**config.mk**
```make
export PLATFORM = sky130hd
export DESIGN_NAME = sac_regbank
export DESIGN_NICKNAME = d
export VERILOG_FILES = /design/src/rtl/sac_pkg.sv /design/src/rtl/sac_regbank.sv
export SDC_FILE = /design/constraint.sdc
export NUM_CORES = 1
export LEC_CHECK = 0
export ABC_AREA = 1
export BUFFER_PORTS_ARGS = -buffer_cell sky130_fd_sc_hd__buf_2
export CAP_MARGIN = 5
export CORE_ASPECT_RATIO = 0.75
export CORE_MARGIN = 2
export CORE_UTILIZATION = 30
export CTS_CLUSTER_DIAMETER = 120
export DETAILED_ROUTE_END_ITERATION = 8
export GPL_TIMING_DRIVEN = 1
export PLACE_DENSITY = 0.56
export SLEW_MARGIN = 20
export SYNTH_ARGS = -nofsm -noshare
export SYNTH_HDL_FRONTEND = slang
export SYNTH_SLANG_ARGS = --single-unit
```
**constraint.sdc**
```tcl
create_clock -name clk -period 1.8 [get_ports clk]
set_clock_uncertainty 0.1 [all_clocks]
set_input_delay 0.27 -clock clk [delete_from_list [all_inputs] [get_ports clk]]
set_output_delay 0.27 -clock clk [all_outputs]
set_load 0.005 [all_outputs]
```
**src/rtl/sac_pkg.sv**
```systemverilog
// Shared codes for the security attribution checker.
// Attribution codes are ordered so that a smaller value is more secure.
package sac_pkg;
    localparam logic [1:0] ATTR_S   = 2'b00;
    localparam logic [1:0] ATTR_NSC = 2'b01;
    localparam logic [1:0] ATTR_NS  = 2'b10;

    localparam logic [2:0] SEL_CTRL  = 3'd0;
    localparam logic [2:0] SEL_INDEX = 3'd1;
    localparam logic [2:0] SEL_BASE  = 3'd2;
    localparam logic [2:0] SEL_LIMIT = 3'd3;
    localparam logic [2:0] SEL_FSTAT = 3'd4;
    localparam logic [2:0] SEL_FADDR = 3'd5;

    localparam int LIM_EN_BIT  = 0;
    localparam int LIM_NSC_BIT = 1;

    // Returns the more secure of two attribution codes; 2'b11 counts as NS.
    function automatic logic [1:0] more_secure(input logic [1:0] a, input logic [1:0] b);
        logic [1:0] bb;
        bb = (b == 2'b11) ? ATTR_NS : b;
        return (a < bb) ? a : bb;
    endfunction
endpackage

```
**src/rtl/sac_regbank.sv**
```systemverilog
// Register bank: control enable, region index, per-region base/limit/flags,
// and the read view of the fault status. Only Secure requesters may write or
// read; Non-Secure writes are dropped and Non-Secure reads return zero.
// Assumes GRAN_BITS >= 2 so the limit flags fit below the granule field.
module sac_regbank
    import sac_pkg::*;
#(
    parameter int NUM_REGIONS = 8,
    parameter int ADDR_W      = 32,
    parameter int GRAN_BITS   = 5,
    localparam int GW         = ADDR_W - GRAN_BITS,
    localparam int IDXW       = (NUM_REGIONS > 1) ? $clog2(NUM_REGIONS) : 1
) (
    input  logic                          clk,
    input  logic                          rst_n,
    input  logic                          reg_wr,
    input  logic                          reg_rd,
    input  logic                          reg_secure,
    input  logic [2:0]                    reg_sel,
    input  logic [ADDR_W-1:0]             reg_wdata,
    input  logic                          flt_valid,
    input  logic                          flt_fetch,
    input  logic [ADDR_W-1:0]             flt_addr,
    output logic [ADDR_W-1:0]             reg_rdata,
    output logic                          ctrl_en,
    output logic [NUM_REGIONS-1:0][GW-1:0] base_o,
    output logic [NUM_REGIONS-1:0][GW-1:0] lim_o,
    output logic [NUM_REGIONS-1:0]        nsc_o,
    output logic [NUM_REGIONS-1:0]        en_o,
    output logic                          flt_clr
);
    logic [IDXW-1:0] idx_q;
    logic            idx_ok;
    logic            sec_wr;

    assign sec_wr  = reg_wr && reg_secure;
    assign idx_ok  = (int'(idx_q) < NUM_REGIONS);
    assign flt_clr = sec_wr && (reg_sel == SEL_FSTAT) && reg_wdata[0];

    // Secure register writes update control, index and the selected region.
    always_ff @(posedge clk) begin
        if (!rst_n) begin
            ctrl_en <= 1'b0;
            idx_q   <= '0;
            base_o  <= '0;
            lim_o   <= '0;
            nsc_o   <= '0;
            en_o    <= '0;
        end else if (sec_wr) begin
            case (reg_sel)
                SEL_CTRL:  ctrl_en <= reg_wdata[0];
                SEL_INDEX: idx_q   <= reg_wdata[IDXW-1:0];
                SEL_BASE:  if (idx_ok) base_o[idx_q] <= reg_wdata[ADDR_W-1:GRAN_BITS];
                SEL_LIMIT: if (idx_ok) begin
                    lim_o[idx_q] <= reg_wdata[ADDR_W-1:GRAN_BITS];
                    nsc_o[idx_q] <= reg_wdata[LIM_NSC_BIT];
                    en_o[idx_q]  <= reg_wdata[LIM_EN_BIT];
                end
                default: ;
            endcase
        end
    end

    // Read mux, gated to zero for Non-Secure or idle reads.
    always_comb begin
        reg_rdata = '0;
        if (reg_rd && reg_secure) begin
            case (reg_sel)
                SEL_CTRL:  reg_rdata[0] = ctrl_en;
                SEL_INDEX: reg_rdata[IDXW-1:0] = idx_q;
                SEL_BASE:  if (idx_ok) reg_rdata = {base_o[idx_q], {GRAN_BITS{1'b0}}};
                SEL_LIMIT: if (idx_ok) reg_rdata = {lim_o[idx_q], {(GRAN_BITS-2){1'b0}},
                                                    nsc_o[idx_q], en_o[idx_q]};
                SEL_FSTAT: reg_rdata[1:0] = {flt_fetch, flt_valid};
                SEL_FADDR: reg_rdata = flt_addr;
                default:   reg_rdata = '0;
            endcase
        end
    end

    AST_NS_WRITE_IGNORED: assert property (@(posedge clk) disable iff (!rst_n)
        (reg_wr && !reg_secure) |=> ($stable(ctrl_en) && $stable(idx_q) && $stable(en_o)))
        else $error("NS write changed a register");
endmodule

```
# Yosys cells after proc, flatten, opt, wreduce, memory -nomap -nowiden
# Cells that the tools add are included.
# W data, S select, Z words.
# totals
ff_bits,452
latchBits,0
mem_bits_rw,0
rom_bits,0
output_inout_bits,482
word_cells,58
mem_count,0
# classes
add_sub_neg,0
multipliers,0
n_div,0
magnitude_cmp,2
eq_ne,5
shift,0
mux,21
n_bitwise,0
reduce_logical,10
# op_table
operator,count
$bwmux W216,2
$bmux W27 S3,2
$pmux W29 S3,1
$demux W27 S3,1
$mux W27,3
$mux W32,1
$bwmux W8,2
$reduce_and A2 Y1,4
$bmux W1 S3,2
$eq A3 B2 Y1 const B,2
$eq A3 B3 Y1 const B,2
$logic_and A1 B1 Y1,5
$pmux W1 S5,1
$lt A3 B4 Y1 const B,1
$pmux W1 S4,1
$demux W1 S3,1
$eq A3 B1 Y1 const B,1
$ge A3 B1 Y1 const B,1
$logic_not A3 Y1,1
$mux W1,3
$pmux W1 S2,1

# Depth between registers and ports, before layout
# Gate-level depths: netlist of the first run.
# depth
depth_word,5
depth_mapped,14

# Worst setup path before layout of the first run
# OpenSTA, ideal clock, no wires.
# synth_path
path_type,register -> output
startpoint,register idx_q[0]
endpoint,output port reg_rdata[8]
arrival_ns,1.344
required_time_ns,1.430
setup_slack_ns,0.086
path_stages_with_launch,13
path_cell_list,dfxtp_1 > buf_4 > inv_2 > buf_4 > buf_4 > buf_4 > nand2_1 > nand3_1 > nand2_1 > o21ai_1 > nand3_1 > nand2_1 > inv_1
# synth_between
elab_chain_len,4
word_cells_on_any_way,6
# synth_lines
item,line,text
start: declaration,sac_regbank.sv:32,logic [IDXW-1:0] idx_q;
start signal: assignment,sac_regbank.sv:52,SEL_INDEX: idx_q <= reg_wdata[IDXW-1:0];
"$bmux W27 S3, on equally long branches","sac_regbank.sv:72, sac_regbank.sv:71",
"$mux W27, on equally long branches","sac_regbank.sv:72, sac_regbank.sv:71",
$pmux W29 S3 (*),sac_regbank.sv:68,case (reg_sel)
$mux W32 (*),sac_regbank.sv:67,if (reg_rd && reg_secure) begin
end: declaration,sac_regbank.sv:24,"output logic [ADDR_W-1:0] reg_rdata,"
# Mark *: on every way between the ends. The rest lies on a longest branch, timed or not. The select of a mux whose other input is x is not followed.

# Worst setup path in the final report of the first run
# layout_path
startpoint,register idx_q[1]
endpoint,output port reg_rdata[5]
# Same word-level chain as after synthesis.

==> flow_summary.ini, run 1 <==
[status]
status = finished, violations left
violations = negative setup slack

[finish]
final_area_mm2 = 0.0325
syn2layout_area_growth_pct = 53.2
layout-drive-gt1-share_pct = 34.5
nNetsFinal = 4073
nFillCells = 7230

[floorplan]
die_h_um = 234
dieArea_mm2 = 0.0728
pin_count = 556
rows = 84
fp.dieW_um = 311
initial_utilization_pct = 30.3
core_mm2 = 0.0700

[grt]
grt_pass1_vias = 22300
grt_max_degree = 63
grt_pass1_wl_um = 148000
grt_usage_pct = 27.0
grt_overflow = 0
antenna_found_initial = 6

[critical_path]
reg2reg_depth = 12
crit_path_start_kind = flop
cp_data_required_time_ps = 1430
path_class = reg -> out
endpoint_kind = output port
cp.arrival_ps = 2400
worst-path-max-fanout = 8

[sta]
tightest_slew_ps = 592
setup_viol_count_final = 436
hold_viol_final = 0
relSlewSlack_pct = 60.5
finalSetupTns_ps = -114380
period_share_pct = 154
fmax_ghz = 0.362
worst_slack_ps = -966
slew_violations = 0
layout_min_cycle_time_ps = 2770
rsz0062_at_grt = true

[place]
postPlaceCellArea_mm2 = 0.0264
dp_hpwl_um = 69800
portBuffers = 553
gp_congestion = 0.909

[logic_synthesis]
synth_seq_cells = 452
synth_cell_types = 24
syn_avg_cell_area_um2 = 6.43
syn_inst = 3298
synthTopCellsByArea = dfxtp_1, nand2_1, o21ai_0, nor2_1, a21oi_1
yosysSeqAreaShare_pct = 42.7
yosysTopAreaCellShare_pct = 42.7
syn_nets = 3372
ys_warn_count = 0
syn_area_mm2 = 0.0212
synth_top_area_cell = dfxtp_1

[clocking]
cts_tree = built
cts_max_path_buffers = 3
root_buffer = clkbuf_16
cts.sinks = 452
cts_buffers = 50
clk_latency_ps = 590
clkSlewWorstSetupHoldPaths_ps = 70
h-tree-depth = 2

[routing]
routed_wl_um = 113000
drt_first_pass_iters = 5
dr.first_iter.drc_count = 2448
drt_drc_violations_left = 0
final_antenna_net_count = 0
wl_per_cell_um = 22.7
viasPerCell = 5.04
vias = 25200

[power]
pwr-share-seq_pct = 43.8
p_int_mw = 17.1
peakVddDrop_mv = 0.556
comb_power_share_pct = 8.0
power_frac_clock_pct = 48.1
p_sw_mw = 5.82
leakagePower_nw = 15.7
switching_share_pct = 25.4
p_per_area_mw_per_mm2 = 706

[min_path]
min_path_cells = 3
hold_class = in -> reg

[job]
cap_violations = 0
## registers in the layout, indices dropped and copies added, names as in the netlist
signal,count
ctrl_en,1
idx_q,3
base_o,216
nsc_o,8
lim_o,216
en_o,8
## repair_timing
item	CTS	global route
setup endpoints to repair	361	445
buffers inserted	35	18
hold buffers	5	0
pin swaps	48	105
hold endpoints to repair	19	0
gates cloned	29	43
gates resized for setup	267	505
## logic make-up after synthesis
logic type      share of synthesized area [%]
simple gates                             29.7
buf+inv                                  10.9
flops                                    42.7
compound gates                           16.8
## per-layer routing
metal  share of wire (%)  global-route usage, %
met1                  44                   36.2
met2                  44                   44.0
met3                 9.2                   5.45
met4                 2.5                   7.49
met5               0.025                      0
## worst max-delay path: stages (launching register included)
cell and delay, ps:
dfxtp_4 360, buf_12 150, inv_8 80, nor2_4 50, buf_6 110, buf_12 140
buf_12 130, nand3_1 60, nand2_1 60, o21ai_2 160, buf_6 150, nand3_1 110
nand2_1 80, inv_1 40, buf_2 120
## synthesized netlist by cell type
library cell	number
clkbuf_1	126
clkinv_1	2
inv_4	2
nand2_1	981
buf_1	12
nor2_8	2
o21ai_1	44
nand2_2	10
buf_6	17
nor2_2	2
o22ai_1	1
nor2_4	3
dfxtp_1	452
inv_1	263
buf_4	23
o21ai_0	435
nor2_1	461
buf_2	72
inv_2	12
a21oi_1	230
clkinv_2	1
nand3_1	144
clkbuf_2	2
nand4_1	1
## cell type report
class,count,area (um2),share of cell area (%)
antenna,2,5.00,0.0154
clock buffer,70,1510,4.65
sequential,452,9060,27.9
multi-input combinational,2317,11500,35.4
tap,946,1180,3.64
timing repair inverter,3,38.8,0.119
clock inverter,24,241,0.743
timing repair buffer,895,7790,24.0
inverter,280,1170,3.60
## power groups by stage
stage | combinational, mW | clock (mW) | sequential (mW)
2_1_floorplan | 0.697 | 0 | 10.3
3_3_place_gp | 1.37 | 0 | 10.3
3_5_place_dp | 1.37 | 0 | 10.3
4_1_cts | 1.56 | 11.1 | 10.1
5_1_grt | 1.97 | 11.6 | 10.1
6_report | 1.84 | 11.0 | 10.1
## cells in the final DEF, fill, tap and decap left out, types with 2 or more instances in the layout
cell,Yosys,layout
o21ai_0,435,266
nand2_4,0,9
clkinv_8,0,4
nand2_2,10,76
buf_16,0,25
bufinv_16,0,4
o21ai_2,0,149
inv_2,12,13
nor2_4,3,14
o21ai_1,44,46
nand3_2,0,24
clkinvlp_4,0,4
buf_6,17,45
clkbuf_8,0,12
inv_8,0,5
clkbuf_16,0,79
bufbuf_16,0,3
buf_4,23,139
nand3_1,144,119
nand2_1,981,896
nor2_1,461,403
inv_4,2,5
clkbuf_1,126,5
nand2_8,0,13
dfxtp_4,0,3
nor2_2,2,49
buf_12,0,90
clkinv_2,1,14
dfxtp_1,452,449
dlygate4sd3_1,0,5
buf_2,72,548
diode_2,0,2
nor2_8,2,2
a21oi_2,0,25
o21ai_4,0,18
a21oi_1,230,205
clkinv_4,0,3
buf_8,0,14
inv_1,263,251
## through the flow
step	utilization (%)	worst slack, ps	hold slack (ps)	cells	power, mW
finish	46.4	-966	59.1	4989	22.9
global route	46.4	-1050	61.5	4988	23.6
CTS	42.9	-965	8.14	4935	22.8
detailed placement	37.8	-513	355	4773	11.7
global placement	37.8	-526	355	4773	11.7
floorplan	-	86.0	316	3298	11.0
## final timing paths
path,from,to,slack (ps)
worst max register to register,idx_q[0],lim_o[17],-440
worst min register to register,lim_o[137],lim_o[137],370
worst min-delay path,reg_wdata[0],en_o[7],60
worst max-delay path,idx_q[1],reg_rdata[5],-970
Power figures use the tool's default switching activity.
==> run 2: changes to the inputs <==
--- a/config.mk
+++ b/config.mk
@@ -5,7 +5,6 @@
 export SDC_FILE = /design/constraint.sdc
 export NUM_CORES = 1
 export LEC_CHECK = 0
-export ABC_AREA = 1
 export BUFFER_PORTS_ARGS = -buffer_cell sky130_fd_sc_hd__buf_2
 export CAP_MARGIN = 5
 export CORE_ASPECT_RATIO = 0.75
@@ -14,6 +13,7 @@
 export CTS_CLUSTER_DIAMETER = 120
 export DETAILED_ROUTE_END_ITERATION = 8
 export GPL_TIMING_DRIVEN = 1
+export MAX_ROUTING_LAYER = met4
 export PLACE_DENSITY = 0.56
 export SLEW_MARGIN = 20
 export SYNTH_ARGS = -nofsm -noshare
==> run 2 against run 1 <==
Against the previous run:
- the flow still finishes with violations (negative setup slack)
- power fell by 4.3%
- first-iteration DRC count rose by 22%
- worst setup slack got worse by 260 ps
- critical endpoint is now reg_rdata[29]
- largest power group unchanged
==> flow_summary.ini, run 2 <==
[routing]
drt_first_pass_iters = 6
final_antenna_net_count = 0
wl_per_cell_um = 27.0
vias = 23600
drt_drc_violations_left = 0
dr.first_iter.drc_count = 2986
routed_wl_um = 119000
viasPerCell = 5.35

[finish]
fin_cells = 4403
layout-drive-gt1-share_pct = 41.9
mostFrequentLayoutCell = nand2_1
syn2layout_area_growth_pct = 56.3
largestRegisters = base_o: 216 flops, lim_o: 216 flops
most-common-layout-cells = nand2_1, buf_2, dfxtp_1, buf_4, a21boi_1
nNetsFinal = 3490

[clocking]
cts_buffers = 49
cts_tree = built
cts_max_path_buffers = 3
h-tree-depth = 2
clkSlewWorstSetupHoldPaths_ps = 70
root_buffer = clkbuf_16
cts.sinks = 452
clk_latency_ps = 600

[logic_synthesis]
synth_top_area_cell = dfxtp_1
ys.flop_type = dfxtp_1
yosysSeqAreaShare_pct = 42.6
syn_area_mm2 = 0.0213
syn_nets = 2589
syn_inst = 2515
syn_avg_cell_area_um2 = 8.45
synth_commonest_cells = nand2_1, dfxtp_1, a21boi_1
ys_warn_count = 0
yosysTopAreaCellShare_pct = 42.6
synth_cell_types = 52
synth_seq_cells = 452
synth_most_common_cell = nand2_1
synth-edff-count = 0
async_flop_share_pct = 0
synthTopCellsByArea = dfxtp_1, nand2_1, a21boi_1, a21boi_0, mux2i_1

[floorplan]
die_h_um = 235
core_mm2 = 0.0701
rows = 84
fp.dieW_um = 311
pin_count = 556
initial_utilization_pct = 30.3
dieArea_mm2 = 0.0730

[min_path]
hold_path_end = lim_o[165]
min-delay-start = reg_wdata[8]
hold_class = in -> reg
min_path_cells = 3

[grt]
grt_use_met3_pct = 6.30
antenna_found_initial = 8
grt_pass1_vias = 21600
grt_overflow = 0
grt.met2_usage_pct = 48.4
top_usage_layer = met2
grt_max_degree = 44
grt_usage_pct = 30.6
grt_pass1_wl_um = 158000
grt.met1_usage_pct = 39.9

[critical_path]
path_depth = 6
reg2reg_depth = 12
path_buf_inv = 3
path_delay_family = compound AO/OA/AOI/OAI gates
cpPeakStageDelay_ps = 500
path_class = reg -> out
r2r_setup_slack_ps = -590
r2r_start = idx_q[0]
crit_path_start_kind = flop
endpoint_kind = output port
cp.arrival_ps = 2660
worst-path-max-fanout = 6
crit_path_cell_trace = buf_12 > mux4_2 > o211ai_1 > buf_4 > o211ai_1 > buf_2
cp_slowest_cell = mux4_2
critical_path.most_common_cell = o211ai_1
reg2reg_to = lim_o[59]
cp_data_required_time_ps = 1430

[sta]
layout_min_cycle_time_ps = 3030
fmax_ghz = 0.330
rsz0062_at_grt = true
period_share_pct = 168
setup_viol_count_final = 480
hold_viol_final = 0
finalSetupTns_ps = -191560
worst_slack_ps = -1230
slew_violations = 0
tightest_slew_ps = 579
relSlewSlack_pct = 61.4

[place]
placedCellCount = 4168
gp_congestion = 0.925
dp_hpwl_um = 77800
portBuffers = 553

[power]
p_per_area_mw_per_mm2 = 661
finalPower_mw = 22.0
leakagePower_nw = 13.9
peakVddDrop_mv = 0.584

[status]
violations = negative setup slack
status = finished, violations left

[job]
cap_violations = 0
## run 2: cell types whose count changed after synthesis, moves of 43 or more
cell / delta
nor2_1: -455
o21ai_0: -415
inv_1: -261
a21boi_1: +240
a21oi_1: -228
a21boi_0: +211
nand3_1: -133
mux2i_1: +119
nand2_1: -63
a221oi_1: +47
a22oi_1: +46
o21ai_1: -43
## run 2: what timing repair did
action,CTS,global route
cloned,22,18
endpoints found under the hold margin,147,0
gates resized for setup,246,286
setup buffers,64,42
setup endpoints to repair,480,480
pin swaps,77,128
hold buffers,16,0
## run 2: metrics by stage
step | instance area (um2) | util (%) | setup WS (ps) | hold slack [ps]
5_1_grt | 33200 | 47.4 | -1300 | 37.1
4_1_cts | 31800 | 45.3 | -1260 | 0.785
6_report | 33200 | 47.4 | -1230 | 37.3
3_3_place_gp | 28000 | 40.0 | -868 | 356
2_1_floorplan | 21300 | - | -61.0 | 315
3_5_place_dp | 28000 | 40.0 | -873 | 362
## run 2: per-layer routing
metal,up-vias,share of wire [%],wire length (um)
met5,-,0,0
met4,0,2.6,3120
met3,209,10,12500
met2,1356,45,53400
met1,11600,42,49700
li1,10400,-,-
## run 2: worst max-delay path by stage
stage	from	end	slack (ps)
after floorplan	idx_q[0]	reg_rdata[31]	-60
after global placement	idx_q[0]	reg_rdata[14]	-870
after detailed placement	idx_q[0]	reg_rdata[14]	-870
after CTS	idx_q[0]	reg_rdata[29]	-1260
after global routing	idx_q[0]	reg_rdata[29]	-1300
final	idx_q[0]	reg_rdata[29]	-1230
## run 2: where the power goes
part	switching [mW]	internal, mW	total (mW)	leakage (nW)
Combinational	0.794	0.578	1.37	9.50
Clock	4.60	5.95	10.5	0.800
Sequential	0.0184	10.0	10.0	3.64
Total	5.41	16.5	22.0	13.9
## run 2: tightest hold or removal path: stages
cell and delay, ps:
buf_2 250, nand2_1 110, a21boi_1 50
## run 2: kinds of logic after synthesis
group | count (synthesis) | synth area share (%)
AND/OR/NAND/NOR | 994 | 19.0
multiplexers | 148 | 8.41
AO/OA/AOI/OAI | 658 | 23.5
buffers and inverters | 263 | 6.44
flip-flops | 452 | 42.6
## run 2: cell type report
type	instances	area [um2]
well taps	946	1180
diodes	5	12.5
inverters	3	11.3
clock buffers	74	1480
clock inverters	13	138
multi-input cells	1800	12100
flip-flops and latches	452	9060
fillers	6686	36900
repair buffers	1110	9220
==> run 3: changes to the inputs <==
--- a/config.mk
+++ b/config.mk
@@ -19,3 +19,4 @@
 export SYNTH_ARGS = -nofsm -noshare
 export SYNTH_HDL_FRONTEND = slang
 export SYNTH_SLANG_ARGS = --single-unit
+export TNS_END_PERCENT = 50
==> run 3 against run 2 <==
Against the previous run:
- the flow still finishes with violations (negative setup slack)
- via count is 2.5% lower
- clock power hardly changed
- count of clock-buffer cells in the layout shrank 1
- critical endpoint is now reg_rdata[14]
==> flow_summary.ini, run 3 (synthesis gave the netlist of run 2 again) <==
[status]
status = finished, violations left
violations = negative setup slack

[sta]
rsz0062_at_grt = true
worst_slack_ps = -1180
finalSetupTns_ps = -163730
slew_violations = 0
hold_viol_final = 0
tightest_slew_ps = 683
period_share_pct = 166
setup_viol_count_final = 480
relSlewSlack_pct = 54.3
layout_min_cycle_time_ps = 2980
fmax_ghz = 0.336

[floorplan]
fp.dieW_um = 311
pin_count = 556
die_h_um = 235
core_mm2 = 0.0701
dieArea_mm2 = 0.0730
initial_utilization_pct = 30.3
rows = 84

[finish]
syn2layout_area_growth_pct = 51.2
mostFrequentLayoutCell = nand2_1
layout-drive-gt1-share_pct = 38.5
largestRegisters = base_o: 216 flops, lim_o: 216 flops
final_area_mm2 = 0.0321
nNetsFinal = 3413
most-common-layout-cells = nand2_1, buf_2, dfxtp_1, a21boi_1, buf_4
nFillCells = 6871

[power]
p_per_area_mw_per_mm2 = 684
peakVddDrop_mv = 0.665
finalPower_mw = 22.0
leakagePower_nw = 13.0

[grt]
grt_pass1_wl_um = 156000
grt_max_degree = 95
antenna_found_initial = 10
grt_usage_pct = 30.1
grt_overflow = 0
grt_pass1_vias = 21400

[routing]
dr.first_iter.drc_count = 2649
drt_first_pass_iters = 7
topRoutingLayerUsed = met4
wl_per_cell_um = 26.2
drt-met1-wl_um = 48100
wl_met3_um = 10200
wl_met2_um = 52700
viasPerCell = 5.31
routed_wl_um = 114000
vias = 23000
drt_drc_violations_left = 0
final_antenna_net_count = 0

[place]
dp_hpwl_um = 77000
gp_congestion = 0.915
postPlaceCellArea_mm2 = 0.0274
portBuffers = 553

[min_path]
hold_class = in -> reg

[clocking]
cts_tree = built
cts_buffers = 50
cts.sinks = 452
root_buffer = clkbuf_16
h-tree-depth = 2
clk_latency_ps = 600
clkSlewWorstSetupHoldPaths_ps = 60
cts_max_path_buffers = 3

[critical_path]
path_class = reg -> out
cp.arrival_ps = 2610
crit_path_start_kind = flop
worst-path-max-fanout = 5
cp_data_required_time_ps = 1430
endpoint_kind = output port

[job]
cap_violations = 0
==> run 3: critical path, cell delays in order, from the launching register on <==
cell and delay (ps):
dfxtp_4 370, buf_12 140, buf_8 120, or2_4 270
buf_8 150, o22ai_4 160, a221oi_2 50, o211ai_1 510
buf_2 230
==> run 3: cell type report <==
| class | instances | area (um2) | area share [%] |
|---|---|---|---|
| diodes | 6 | 15.0 | 0.0467 |
| well taps | 946 | 1180 | 3.68 |
| repair buffers | 1032 | 8490 | 26.4 |
| multi-input cells | 1800 | 11700 | 36.5 |
| clock buffers | 73 | 1450 | 4.51 |
| inverters | 3 | 11.3 | 0.0350 |
| clock inverters | 17 | 193 | 0.600 |
| flip-flops and latches | 452 | 9060 | 28.2 |
==> run 3: path summary, 6_finish.rpt <==
| path | startpoint | to | slack [ps] | cells after the start |
|---|---|---|---|---|
| worst min register to register | lim_o[208] | lim_o[208] | 370 | 2 |
| worst max-delay path | idx_q[0] | reg_rdata[14] | -1180 | 8 |
| worst min-delay path | reg_wdata[23] | lim_o[207] | 30 | 3 |
| worst max register to register | idx_q[0] | lim_o[19] | -560 | 11 |
==> run 3: what timing repair did <==
action	CTS	global route
gates resized for setup	268	181
pin swaps	55	85
hold endpoints to repair	251	0
gates cloned	22	11
hold buffers	23	0
endpoints found under the setup margin	480	480
buffers inserted	53	37
==> run 3: layer usage <==
metal	GRT usage, %	vias up
met4	7.07	0
met1	39.1	11300
met5	-	-
li1	-	10300
met3	5.81	165
met2	48.5	1223
==> run 3: stage by stage <==
| stage | util [%] | worst slack [ps] | std cells | hold slack [ps] |
|---|---|---|---|---|
| floorplan | - | -61.0 | 2515 | 315 |
| global placement | 39.1 | -909 | 4100 | 357 |
| detailed placement | 39.1 | -907 | 4100 | 360 |
| CTS | 44.3 | -1200 | 4284 | 0.334 |
| global route | 45.8 | -1190 | 4329 | 26.9 |
| finish | 45.8 | -1180 | 4329 | 31.2 |
==> run 3: power by group <==
group / switching, mW / total [mW] / internal [mW]
combinational: 0.758 / 1.32 / 0.566
clock: 4.49 / 10.6 / 6.14
sequential: 0.0177 / 10.0 / 10.0
